File: config.mk
export PLATFORM = sky130hd
export DESIGN_NAME = bus_handoff_ctrl
export DESIGN_NICKNAME = d
export VERILOG_FILES = /design/src/rtl/bh_pkg.sv /design/src/rtl/bh_sync.sv /design/src/rtl/bh_pin_swap.sv /design/src/rtl/bh_arbiter.sv /design/src/rtl/bus_handoff_ctrl.sv
export SDC_FILE = /design/constraint.sdc
export NUM_CORES = 1
export LEC_CHECK = 0
export BUFFER_PORTS_ARGS = -buffer_cell sky130_fd_sc_hd__buf_2
export CAP_MARGIN = 30
export CORE_AREA = 2 2 39 41
export CTS_BUF_LIST = sky130_fd_sc_hd__clkbuf_4 sky130_fd_sc_hd__clkbuf_8 sky130_fd_sc_hd__clkbuf_16
export CTS_CLUSTER_DIAMETER = 120
export CTS_CLUSTER_SIZE = 24
export DETAILED_ROUTE_END_ITERATION = 6
export DIE_AREA = 0 0 41 43
export HOLD_SLACK_MARGIN = 0.08
export PLACE_DENSITY = 0.34
export SLEW_MARGIN = 30
export SYNTH_ARGS = -nofsm -noshare
export SYNTH_HDL_FRONTEND = slang
export SYNTH_SLANG_ARGS = --single-unit
File: constraint.sdc
create_clock -name clk -period 0.9 [get_ports clk]
set_input_delay 0.045 -clock clk [delete_from_list [all_inputs] [get_ports clk]]
set_output_delay 0.045 -clock clk [all_outputs]
set_load 0.03 [all_outputs]
File: src/rtl/bh_pkg.sv
// Shared types and defaults for the bus hand-off controller.
// Assumes: nothing beyond IEEE 1800-2017.
package bh_pkg;

    // Which master owns the external memory bus.
    typedef enum logic {
        OWN_CORE = 1'b0,
        OWN_EXT  = 1'b1
    } bus_owner_e;

    // Minimum depth of the request synchronizer.
    localparam int unsigned BH_MIN_SYNC = 2;

endpackage

File: src/rtl/bh_sync.sv
// Multi-flop synchronizer for a single asynchronous level.
// Assumes: STAGES >= 2. Not reset on purpose, so requests pass during reset.
module bh_sync #(
    parameter int unsigned STAGES = 2
) (
    input  logic clk,
    input  logic din,
    output logic dout
);
    localparam int unsigned LAST = STAGES - 1;

    logic [LAST:0] chain;

    for (genvar i = 0; i < STAGES; i++) begin : g_stage
        if (i == 0) begin : g_first
            // First stage samples the asynchronous input.
            always_ff @(posedge clk) chain[0] <= din;
        end else begin : g_next
            // Later stages resolve metastability.
            always_ff @(posedge clk) chain[i] <= chain[i-1];
        end
    end

    assign dout = chain[LAST];

endmodule

File: src/rtl/bh_pin_swap.sv
// Selects between the normal and emulator reset/request/grant pins.
// Assumes: emu_en is static or changes only while no request is active.
module bh_pin_swap (
    input  logic emu_en,
    input  logic rst_n,
    input  logic emu_rst_n,
    input  logic bus_req,
    input  logic emu_bus_req,
    input  logic grant,
    output logic rst_sel_n,
    output logic req_sel,
    output logic bus_grant,
    output logic bus_grant_oe,
    output logic emu_bus_grant
);
    // Input selection: the emulator set replaces the normal set.
    always_comb begin
        rst_sel_n = emu_en ? emu_rst_n   : rst_n;
        req_sel   = emu_en ? emu_bus_req : bus_req;
    end

    // Output routing: the normal grant pin is released to high impedance in emulation.
    always_comb begin
        bus_grant     = grant;
        bus_grant_oe  = ~emu_en;
        emu_bus_grant = emu_en & grant;
    end

endmodule

File: src/rtl/bh_arbiter.sv
// Grant decision, access tracking and core stall for the bus hand-off.
// Assumes: req_s is already synchronized. acc_done is only meaningful
// while an access is in flight. An access starts on a clock edge where
// acc_pend is high and the bus is owned by the core.
module bh_arbiter
    import bh_pkg::*;
(
    input  logic clk,
    input  logic run_n,
    input  logic req_s,
    input  logic acc_pend,
    input  logic acc_done,
    input  logic go_mode,
    output logic grant,
    output logic hung,
    output logic stall,
    output logic mem_drv_en
);
    bus_owner_e owner_q, owner_d;
    logic       in_flight_q;
    logic       grant_set;
    logic       acc_start;
    logic       blocked;

    // Grant may rise only when no access holds the bus past this cycle.
    always_comb begin
        grant_set = req_s && (owner_q == OWN_CORE) && (!in_flight_q || acc_done);
    end

    // A waiting access starts only if the bus stays with the core.
    always_comb begin
        acc_start = run_n && acc_pend && (owner_q == OWN_CORE) && !in_flight_q && !grant_set;
    end

    // Next owner: grant on a boundary, release as soon as the request drops.
    always_comb begin
        owner_d = owner_q;
        if (owner_q == OWN_CORE) begin
            if (grant_set) owner_d = OWN_EXT;
        end else if (!req_s) begin
            owner_d = OWN_CORE;
        end
    end

    // Owner register; deliberately outside reset so requests are served in reset.
    always_ff @(posedge clk) owner_q <= owner_d;

    // Tracks whether an external access currently holds the bus.
    always_ff @(posedge clk) begin
        if (!run_n)                       in_flight_q <= 1'b0;
        else if (acc_start)               in_flight_q <= 1'b1;
        else if (in_flight_q && acc_done) in_flight_q <= 1'b0;
    end

    // Core wants the bus but cannot have it this cycle.
    always_comb begin
        blocked = run_n && acc_pend && !in_flight_q && ((owner_q == OWN_EXT) || grant_set);
    end

    // Outputs derived from ownership and the blocked condition.
    always_comb begin
        grant      = (owner_q == OWN_EXT);
        mem_drv_en = (owner_q == OWN_CORE);
        hung       = blocked && (owner_q == OWN_EXT);
        stall      = (!go_mode && (owner_q == OWN_EXT)) || blocked;
    end

    AST_NO_GRANT_MID_ACCESS: assert property (@(posedge clk) disable iff (!run_n)
        (in_flight_q && !acc_done && !grant) |=> !grant);

    AST_GRANT_BETWEEN_ACCESSES: assert property (@(posedge clk) disable iff (!run_n)
        (in_flight_q && acc_done && req_s && !grant) |=> grant);

    AST_RUNON_NO_STALL: assert property (@(posedge clk) disable iff (!run_n)
        (go_mode && grant && !acc_pend) |-> !stall);

    AST_HUNG_WHEN_BLOCKED: assert property (@(posedge clk) disable iff (!run_n)
        (acc_pend && !in_flight_q && grant) |-> (hung && stall));

    AST_RELEASE_ON_DROP: assert property (@(posedge clk) disable iff (!run_n)
        (grant && !req_s) |=> !grant);

endmodule

File: src/rtl/bus_handoff_ctrl.sv
// Top of the external bus hand-off controller: pin swap, request
// synchronizer and grant arbiter.
// Assumes: bus_req/emu_bus_req are asynchronous levels; all core-side
// strobes are synchronous to clk.
module bus_handoff_ctrl #(
    parameter int unsigned SYNC_STAGES = 2
) (
    input  logic clk,
    input  logic rst_n,
    input  logic emu_en,
    input  logic emu_rst_n,
    input  logic bus_req,
    input  logic emu_bus_req,
    input  logic acc_pend,
    input  logic acc_done,
    input  logic go_mode,
    output logic bus_grant,
    output logic bus_grant_oe,
    output logic emu_bus_grant,
    output logic grant_hung,
    output logic core_stall,
    output logic mem_drv_en
);
    import bh_pkg::*;

    localparam int unsigned STAGES = (SYNC_STAGES < BH_MIN_SYNC) ? BH_MIN_SYNC : SYNC_STAGES;

    logic rst_sel_n;
    logic req_sel;
    logic req_s;
    logic grant;

    bh_pin_swap u_swap (
        .emu_en        (emu_en),
        .rst_n         (rst_n),
        .emu_rst_n     (emu_rst_n),
        .bus_req       (bus_req),
        .emu_bus_req   (emu_bus_req),
        .grant         (grant),
        .rst_sel_n     (rst_sel_n),
        .req_sel       (req_sel),
        .bus_grant     (bus_grant),
        .bus_grant_oe  (bus_grant_oe),
        .emu_bus_grant (emu_bus_grant)
    );

    bh_sync #(.STAGES(STAGES)) u_sync (
        .clk  (clk),
        .din  (req_sel),
        .dout (req_s)
    );

    bh_arbiter u_arb (
        .clk        (clk),
        .run_n      (rst_sel_n),
        .req_s      (req_s),
        .acc_pend   (acc_pend),
        .acc_done   (acc_done),
        .go_mode    (go_mode),
        .grant      (grant),
        .hung       (grant_hung),
        .stall      (core_stall),
        .mem_drv_en (mem_drv_en)
    );

    AST_DRIVERS_OFF_WHILE_GRANTED: assert property (@(posedge clk) disable iff (!rst_sel_n)
        (grant != mem_drv_en));

    AST_STALL_WHEN_GRANTED: assert property (@(posedge clk) disable iff (!rst_sel_n)
        (!go_mode && bus_grant) |-> core_stall);

endmodule

# ---- After elaboration in Yosys (flattened, before gate mapping)
# Index checks and enable logic that the tools add are counted.
dict set report op_classes {
  n_addsub 0
  mul 0
  div_mod_pow 0
  n_lt_le_gt_ge 0
  n_eq_ne 0
  n_shift 0
  mux 7
  bitwise_logic 3
  reduce_logical 18
}
# op count
set ops {}
lappend ops {{$logic_and A1 B1 Y1} 11}
lappend ops {{$mux W1} 7}
lappend ops {{$logic_not A1 Y1} 3}
lappend ops {{$logic_or A1 B1 Y1} 3}
lappend ops {{$not A1 Y1} 2}
lappend ops {{$reduce_bool A2 Y1} 1}
lappend ops {{$and A1 B1 Y1} 1}
dict set report totals {
  regBits 4
  latch_bits 0
  mem_bits_rw 0
  romBits 0
  input_bits 9
  elab_cells 32
  n_memories 0
}

# ---- Depth between registers and ports, before layout
# Gate-level depths: netlist of run 1.
dict set report logic_depth {
  word_depth 6
  mapped_depth 3
  mapped_depth_nobuf 3
}

# ---- By module
# Synthesis of run 1 repeated with hierarchy kept, for this count alone.
dict set report hier_totals {
  cells_unflattened 18
  area_unflattened_um2 182.7
}
# mod instances cells_each area_each_um2 seq_area_each_um2
set by_module_without_submodules {}
lappend by_module_without_submodules {bh_arbiter 1 11 101.3 40.0}
lappend by_module_without_submodules {bh_pin_swap 1 5 41.3 0.0}
lappend by_module_without_submodules {bh_sync 1 2 40.0 40.0}

# ---- Worst setup path before layout of run 1
# No wires, ideal clock.
dict set report synth_path {
  path_kind {register to output}
  startpoint {register u_arb.owner_q, in the netlist u_arb.grant}
  endpoint {output grant_hung}
  t_arrival_ns 1.552
  t_required_ns 0.855
  slack_ns -0.697
  path_stages_with_launch 3
  n_path_buf 0
  path_cell_list {dfxtp_1 > inv_1 > nor3_1}
}
dict set report synth_via {
  elab_chain_cells 6
}
# item line_no
set synth_rtl {}
lappend synth_rtl {{start: declaration} bh_arbiter.sv:19} ;# bus_owner_e owner_q, owner_d;
lappend synth_rtl {{start signal: assignment} bh_arbiter.sv:46} ;# always_ff @(posedge clk) owner_q <= owner_d;
lappend synth_rtl {{$not A1 Y1} -}
lappend synth_rtl {{named net mem_drv_en} bus_handoff_ctrl.sv:22} ;# output logic mem_drv_en
lappend synth_rtl {{$logic_and A1 B1 Y1 (2 in series)} bh_arbiter.sv:27} ;# grant_set = req_s && (owner_q == OWN_CORE) && (!in_flight_q || acc_done);
lappend synth_rtl {{$logic_or A1 B1 Y1} bh_arbiter.sv:57} ;# blocked = run_n && acc_pend && !in_flight_q && ((owner_q == OWN_EXT) || grant_set);
lappend synth_rtl {{$logic_and A1 B1 Y1} bh_arbiter.sv:57}
lappend synth_rtl {{$logic_and A1 B1 Y1} bh_arbiter.sv:64} ;# hung = blocked && (owner_q == OWN_EXT);
lappend synth_rtl {{end: declaration} bus_handoff_ctrl.sv:20} ;# output logic grant_hung,
# The timed path passes the listed nets, and every way through them passes these cells.

# ---- Final worst setup path of run 1
dict set report layout_path {
  startpoint {register u_arb.owner_q, in the netlist u_arb.grant}
  endpoint {output core_stall}
}
dict set report layout_via {
  elab_chain_cells 6
  elab_cells_between_ends 7
}
# item line_no
set layout_rtl {}
lappend layout_rtl {{$not A1 Y1} bh_arbiter.sv:27}
lappend layout_rtl {{$logic_and A1 B1 Y1 (2 in series)} bh_arbiter.sv:27}
lappend layout_rtl {{$logic_or A1 B1 Y1} bh_arbiter.sv:57}
lappend layout_rtl {{$logic_and A1 B1 Y1} bh_arbiter.sv:57}
lappend layout_rtl {{$logic_or A1 B1 Y1 (*)} bh_arbiter.sv:65} ;# stall = (!go_mode && (owner_q == OWN_EXT)) || blocked;
lappend layout_rtl {{end: declaration} bus_handoff_ctrl.sv:21} ;# output logic core_stall,
# Mark *: on every way between the ends. The rest lies on a longest branch, timed or not.

==> results of run 1 <==
flip-flops by register name, indices dropped and copies added (netlist names):
register           count
u_arb.grant            1
u_arb.in_flight_q      1
u_sync.dout            1
u_sync.chain           1
layer usage:
layer | track usage, % | share of wire [%]
met1 | 7.69 | 36
met2 | 11.9 | 56
met3 | 7.85 | 8.6
met4 | 6.00 | 0
met5 | 0 | 0
power by group through the flow:
| stage | combinational [µW] | clock (µW) | sequential (µW) |
|---|---|---|---|
| after CTS | 208 | 292 | 200 |
| final | 228 | 275 | 200 |
| after detailed placement | 171 | 0 | 203 |
| after floorplan | 89.1 | 0 | 210 |
| after global routing | 244 | 317 | 201 |
| after global placement | 169 | 0 | 202 |
final timing paths:
| path | startpoint | to | slack, ps |
|---|---|---|---|
| max reg2reg | u_arb.grant | u_arb.in_flight_q | -210 |
| min reg2reg | u_sync.chain[0] | u_sync.dout | 320 |
| max | u_arb.grant | core_stall | -300 |
| min | acc_done | u_arb.in_flight_q | 110 |
logic make-up after synthesis:
logic type,share of synthesized area (%)
simple gates,24.5
flops,44.8
compound gates,12.6
buf+inv,6.29
mux,11.9
worst max-delay path: cells and delay by family (launching register included):
family	cells	cell delay (ps)
compound gates	2	340
buf+inv	2	210
flops	1	350
what timing repair did:
action                                 CTS  global route
pin swaps                                3             4
resized for setup                       10             8
setup buffers                            1             1
gates cloned                             0             0
setup endpoints to repair                6             6
hold buffers                             2             0
endpoints found under the hold margin    2             0
stage by stage:
stage	TNS (ps)	hold WS, ps
floorplan	-712	162
global placement	-196	273
detailed placement	-268	278
CTS	-1270	74.9
global route	-1630	129
finish	-1350	111
cell type report:
class / instances / area, µm²
sequential: 4 / 85.1
fill: 161 / 920
clock buffer: 4 / 30.0
tap: 16 / 20.0
timing repair buffer: 24 / 189
inverter: 3 / 15.0
multi-input combinational: 12 / 125
Yosys cell counts, drive strengths merged:
cell type	count
a211o	1
nand2b	1
mux2i	1
or2b	1
mux2	1
o21ai	1
dfxtp	4
nor3	1
nor2	3
inv	3
or3	1
a21oi	1
==> out/metrics.cfg, run 1 <==
[final_layout]
num_antenna_cells=0
instances_no_fill=63
post-route-cell-area_um2=464
drive_gt1_share_pct=78.7
area_growth_pct=159
fin_nets=57
final_cell_mix=buf_2 (9), buf_6 (7), buf_4 (6)
mostFrequentLayoutCell=buf_2
postLayoutCoreUtil_pct=33.5

[worst_setup_path]
critPathSlowestCell=dfxtp_4
cp.arrival_ps=1160
slowest_delay_ps=350
endpoint_kind=output port
critPathKind=register to output port
path_cells=clkinvlp_4 > a211o_1 > o21ai_4 > buf_6
reg2regPathDepth=4
path_max_fanout=2
cp-start-kind=register
cp_data_required_time_ps=850

[routing]
wl_um=513
post_drt_via_cell_ratio=3.68
vias=232
dr.pass1.iters=1
final_antenna_net_count=0
drc=0
drtIter0Drc=0
post_drt_wl_per_cell_um=8.14

[timing]
relSlewSlack_pct=84.7
hold_viol=0
finalClockSkew_ps=5.10
finalSetupViolations=7
fin_crit_sh_pct=133
max_freq_mhz=833
setup_ws_ps=-300
final.min_clock_period_ps=1200
rsz0062_at_grt=true
drv_slew=0
tightest_slew_ps=223

[placement]
place_inst=55
gp_congestion=0.608
placed_area_um2=343
place_ws_ps=-109
dpl.hpwl_um=407
io_buffers=14

[global_route]
grt_use_total_pct=8.63
grt_pass1_vias=244
grt_overflow=0
grt_max_degree=5
antenna_found_initial=0
grt_pass1_wl_um=924

[synth]
synth.largest_area_cell=dfxtp_1
ys_ff_latch=4
syn_inst=19
ys_top_cells_by_area=dfxtp_1 (45%), nand2b_4 (7.7%), inv_1 (6.3%)
seq_area_frac_synth_pct=44.8
yosys_warnings=0
ys_types=12
syn_avg_cell_area_um2=9.42
synthesis.nets=28
synth_top_area_share_pct=44.8
synth_area_um2=179

[clocking]
cts_tree=built
numClockSinks=4
clock_latency_ps=240
numCtsBuffers=3
cts-root-buf=clkbuf_4
htreeDepth=1
cts.clk_slew.worst_paths_ps=40
clock_path_buffers=2

[power]
p_int_uw=511
p_per_area_nw_per_um2=1520
ir_drop_uv=692
p_leak_uw=0.000217
p_sw_uw=193
sw_frac_of_total_pct=27.5
power_frac_comb_pct=32.4
finalPower_uw=704
clock_power_share_pct=39.1
p_seq_share_pct=28.5

[min_path]
whs_path_depth=3
hp-class=primary input to register

[die]
dieHeight_um=43
start_util_pct=12.9
dieWidth_um=41
die_area_um2=1760
core_um2=1380
placementRows=14
io_pins=15

[job]
drv_cap=0

[outcome]
status=finished, violations left
violations=setup timing

(Power assumes the default switching activity.)
==> run 2: changes to the inputs <==
Settings changed: PLACE_DENSITY 0.34 to 0.47.
==> run 2 against run 1 <==
Effect of this change:
- the flow still finishes with violations (setup timing)
- routed wire length rose by 4.7%
- largest cell class unchanged
- critical path type unchanged
- critical endpoint unchanged
- highest routed layer unchanged
- flip-flop and latch count unchanged
- setup slack lost 1.6 ps
- via count decreased by 3.4%
==> out/metrics.cfg, run 2 (synthesis gave the netlist of run 1 again) <==
[timing]
relSlewSlack_pct=85.8  ; +1.1 points
finalHoldWorstSlack_ps=98.6  ; -12.6 ps
rsz0062_at_grt=true
final.min_clock_period_ps=1200  ; +1.55 ps
hold_viol=0  ; unchanged
drv_slew=0  ; unchanged
max_freq_mhz=832  ; -0.13%
setup_ws_ps=-302  ; -1.55 ps
fin_crit_sh_pct=134  ; +0.17 points
finalClockSkew_ps=8.23  ; +3.13 ps
finalSetupViolations=6  ; -1
tightest_slew_ps=207  ; -16.0 ps

[final_layout]
fin_nets=55  ; -3.5%
drive_gt1_share_pct=68.9  ; -9.8 points
mostFrequentLayoutCell=buf_2
final_cell_mix=buf_2 (9), buf_4 (7), clkbuf_4 (4), buf_6 (4), dfxtp_1 (3)
num_antenna_cells=0  ; unchanged
area_growth_pct=138

[die]
die_area_um2=1760  ; unchanged
dieHeight_um=43  ; unchanged
core_um2=1380  ; unchanged
placementRows=14  ; unchanged
io_pins=15  ; unchanged
dieWidth_um=41  ; unchanged
start_util_pct=12.9  ; unchanged

[clocking]
cts.clk_slew.worst_paths_ps=40  ; about the same
clock_path_buffers=2  ; unchanged
cts_tree=built
htreeDepth=1  ; unchanged
post_cts_buffers=0  ; -1
clock_latency_ps=240  ; about the same
cts-root-buf=clkbuf_4
numCtsBuffers=3  ; unchanged
numClockSinks=4  ; unchanged

[routing]
drc=0  ; unchanged
drtIter0Drc=4  ; +4
wl_um=537  ; +4.7%
final_antenna_net_count=0  ; unchanged
vias=224  ; -3.4%
dr.pass1.iters=2  ; +1
post_drt_via_cell_ratio=3.67  ; -0.28%
post_drt_wl_per_cell_um=8.80  ; +8.1%

[worst_setup_path]
endpoint_kind=output port
path_max_fanout=2  ; unchanged
cp-start-kind=register
critPathKind=register to output port
cp.arrival_ps=1160  ; about the same
cp_data_required_time_ps=850  ; about the same

[global_route]
antenna_found_initial=0  ; unchanged
grt_use_total_pct=8.25  ; -0.38 points
grt_pass1_wl_um=897  ; -2.9%
grt_max_degree=5  ; unchanged
grt_overflow=0  ; unchanged
grt_pass1_vias=229  ; -6.1%

[power]
sw_frac_of_total_pct=28.1  ; +0.64 points
p_per_area_nw_per_um2=1610  ; +6.2%
power_frac_comb_pct=30.3  ; -2.1 points
p_int_uw=492  ; -3.5%
p_sw_uw=192  ; -0.43%
clock_power_share_pct=40.8  ; +1.7 points
finalPower_uw=685  ; -2.7%
ir_drop_uv=829  ; +20%
p_seq_share_pct=28.9  ; +0.4 points
p_leak_uw=0.000202  ; -6.6%

[min_path]
hp-class=primary input to register

[placement]
gp_congestion=0.676  ; +11%
io_buffers=14  ; unchanged
place_ws_ps=-111  ; -1.64 ps

[job]
drv_cap=0  ; unchanged

[outcome]
violations=setup timing
status=finished, violations left

run 2: worst max-delay path, stage by stage (launching register included):
cell,delay [ps]
dfxtp_4,350
clkinvlp_4,70
a211o_1,280
o21ai_4,70
buf_6,140
run 2: per-stage QoR:
step	cell area, µm²	setup TNS [ps]	utilization (%)	cells
2_1_floorplan	208	-712	-	19
3_3_place_gp	343	-265	24.8	55
3_5_place_dp	343	-305	24.8	55
4_1_cts	425	-1160	30.7	61
5_1_grt	425	-1390	30.7	61
6_report	425	-1120	30.7	61
run 2: repair_timing:
action,in CTS,in global routing
endpoints found under the setup margin,6,6
gates resized for setup,10,0
hold buffers,2,0
pin swaps,3,2
gates cloned,0,0
hold endpoints to repair,1,0
run 2: worst paths after layout:
path                       endpoint  depth (start not counted)  slack, ps       startpoint
setup reg to reg  u_arb.in_flight_q                          3       -120      u_arb.grant
hold reg to reg         u_sync.dout                          0        330  u_sync.chain[0]
setup / recovery         core_stall                          4       -300      u_arb.grant
hold / removal    u_arb.in_flight_q                          3        100         acc_done
run 2: final cells by class:
| class | count | area, µm² |
|---|---|---|
| flip-flops and latches | 4 | 83.8 |
| repair buffers | 22 | 163 |
| multi-input cells | 12 | 114 |
| well taps | 16 | 20.0 |
| inverters | 3 | 15.0 |
| clock buffers | 4 | 30.0 |
| fillers | 150 | 958 |
run 2: metal layers:
metal	routed length, µm	global-route usage [%]	part of all wire, %	vias up
met4	0	4.00	0	0
met1	238	10.0	44	92
met2	218	10.0	41	17
li1	-	-	-	115
met5	0	0	0	-
met3	80	6.81	15	0
run 2: power by group through the flow:
stage / Sequential [µW] / Combinational (µW) / Clock [µW]
2_1_floorplan: 210 / 89.1 / 0
3_3_place_gp: 201 / 174 / 0
3_5_place_dp: 201 / 176 / 0
4_1_cts: 198 / 209 / 292
5_1_grt: 200 / 222 / 313
6_report: 198 / 207 / 279
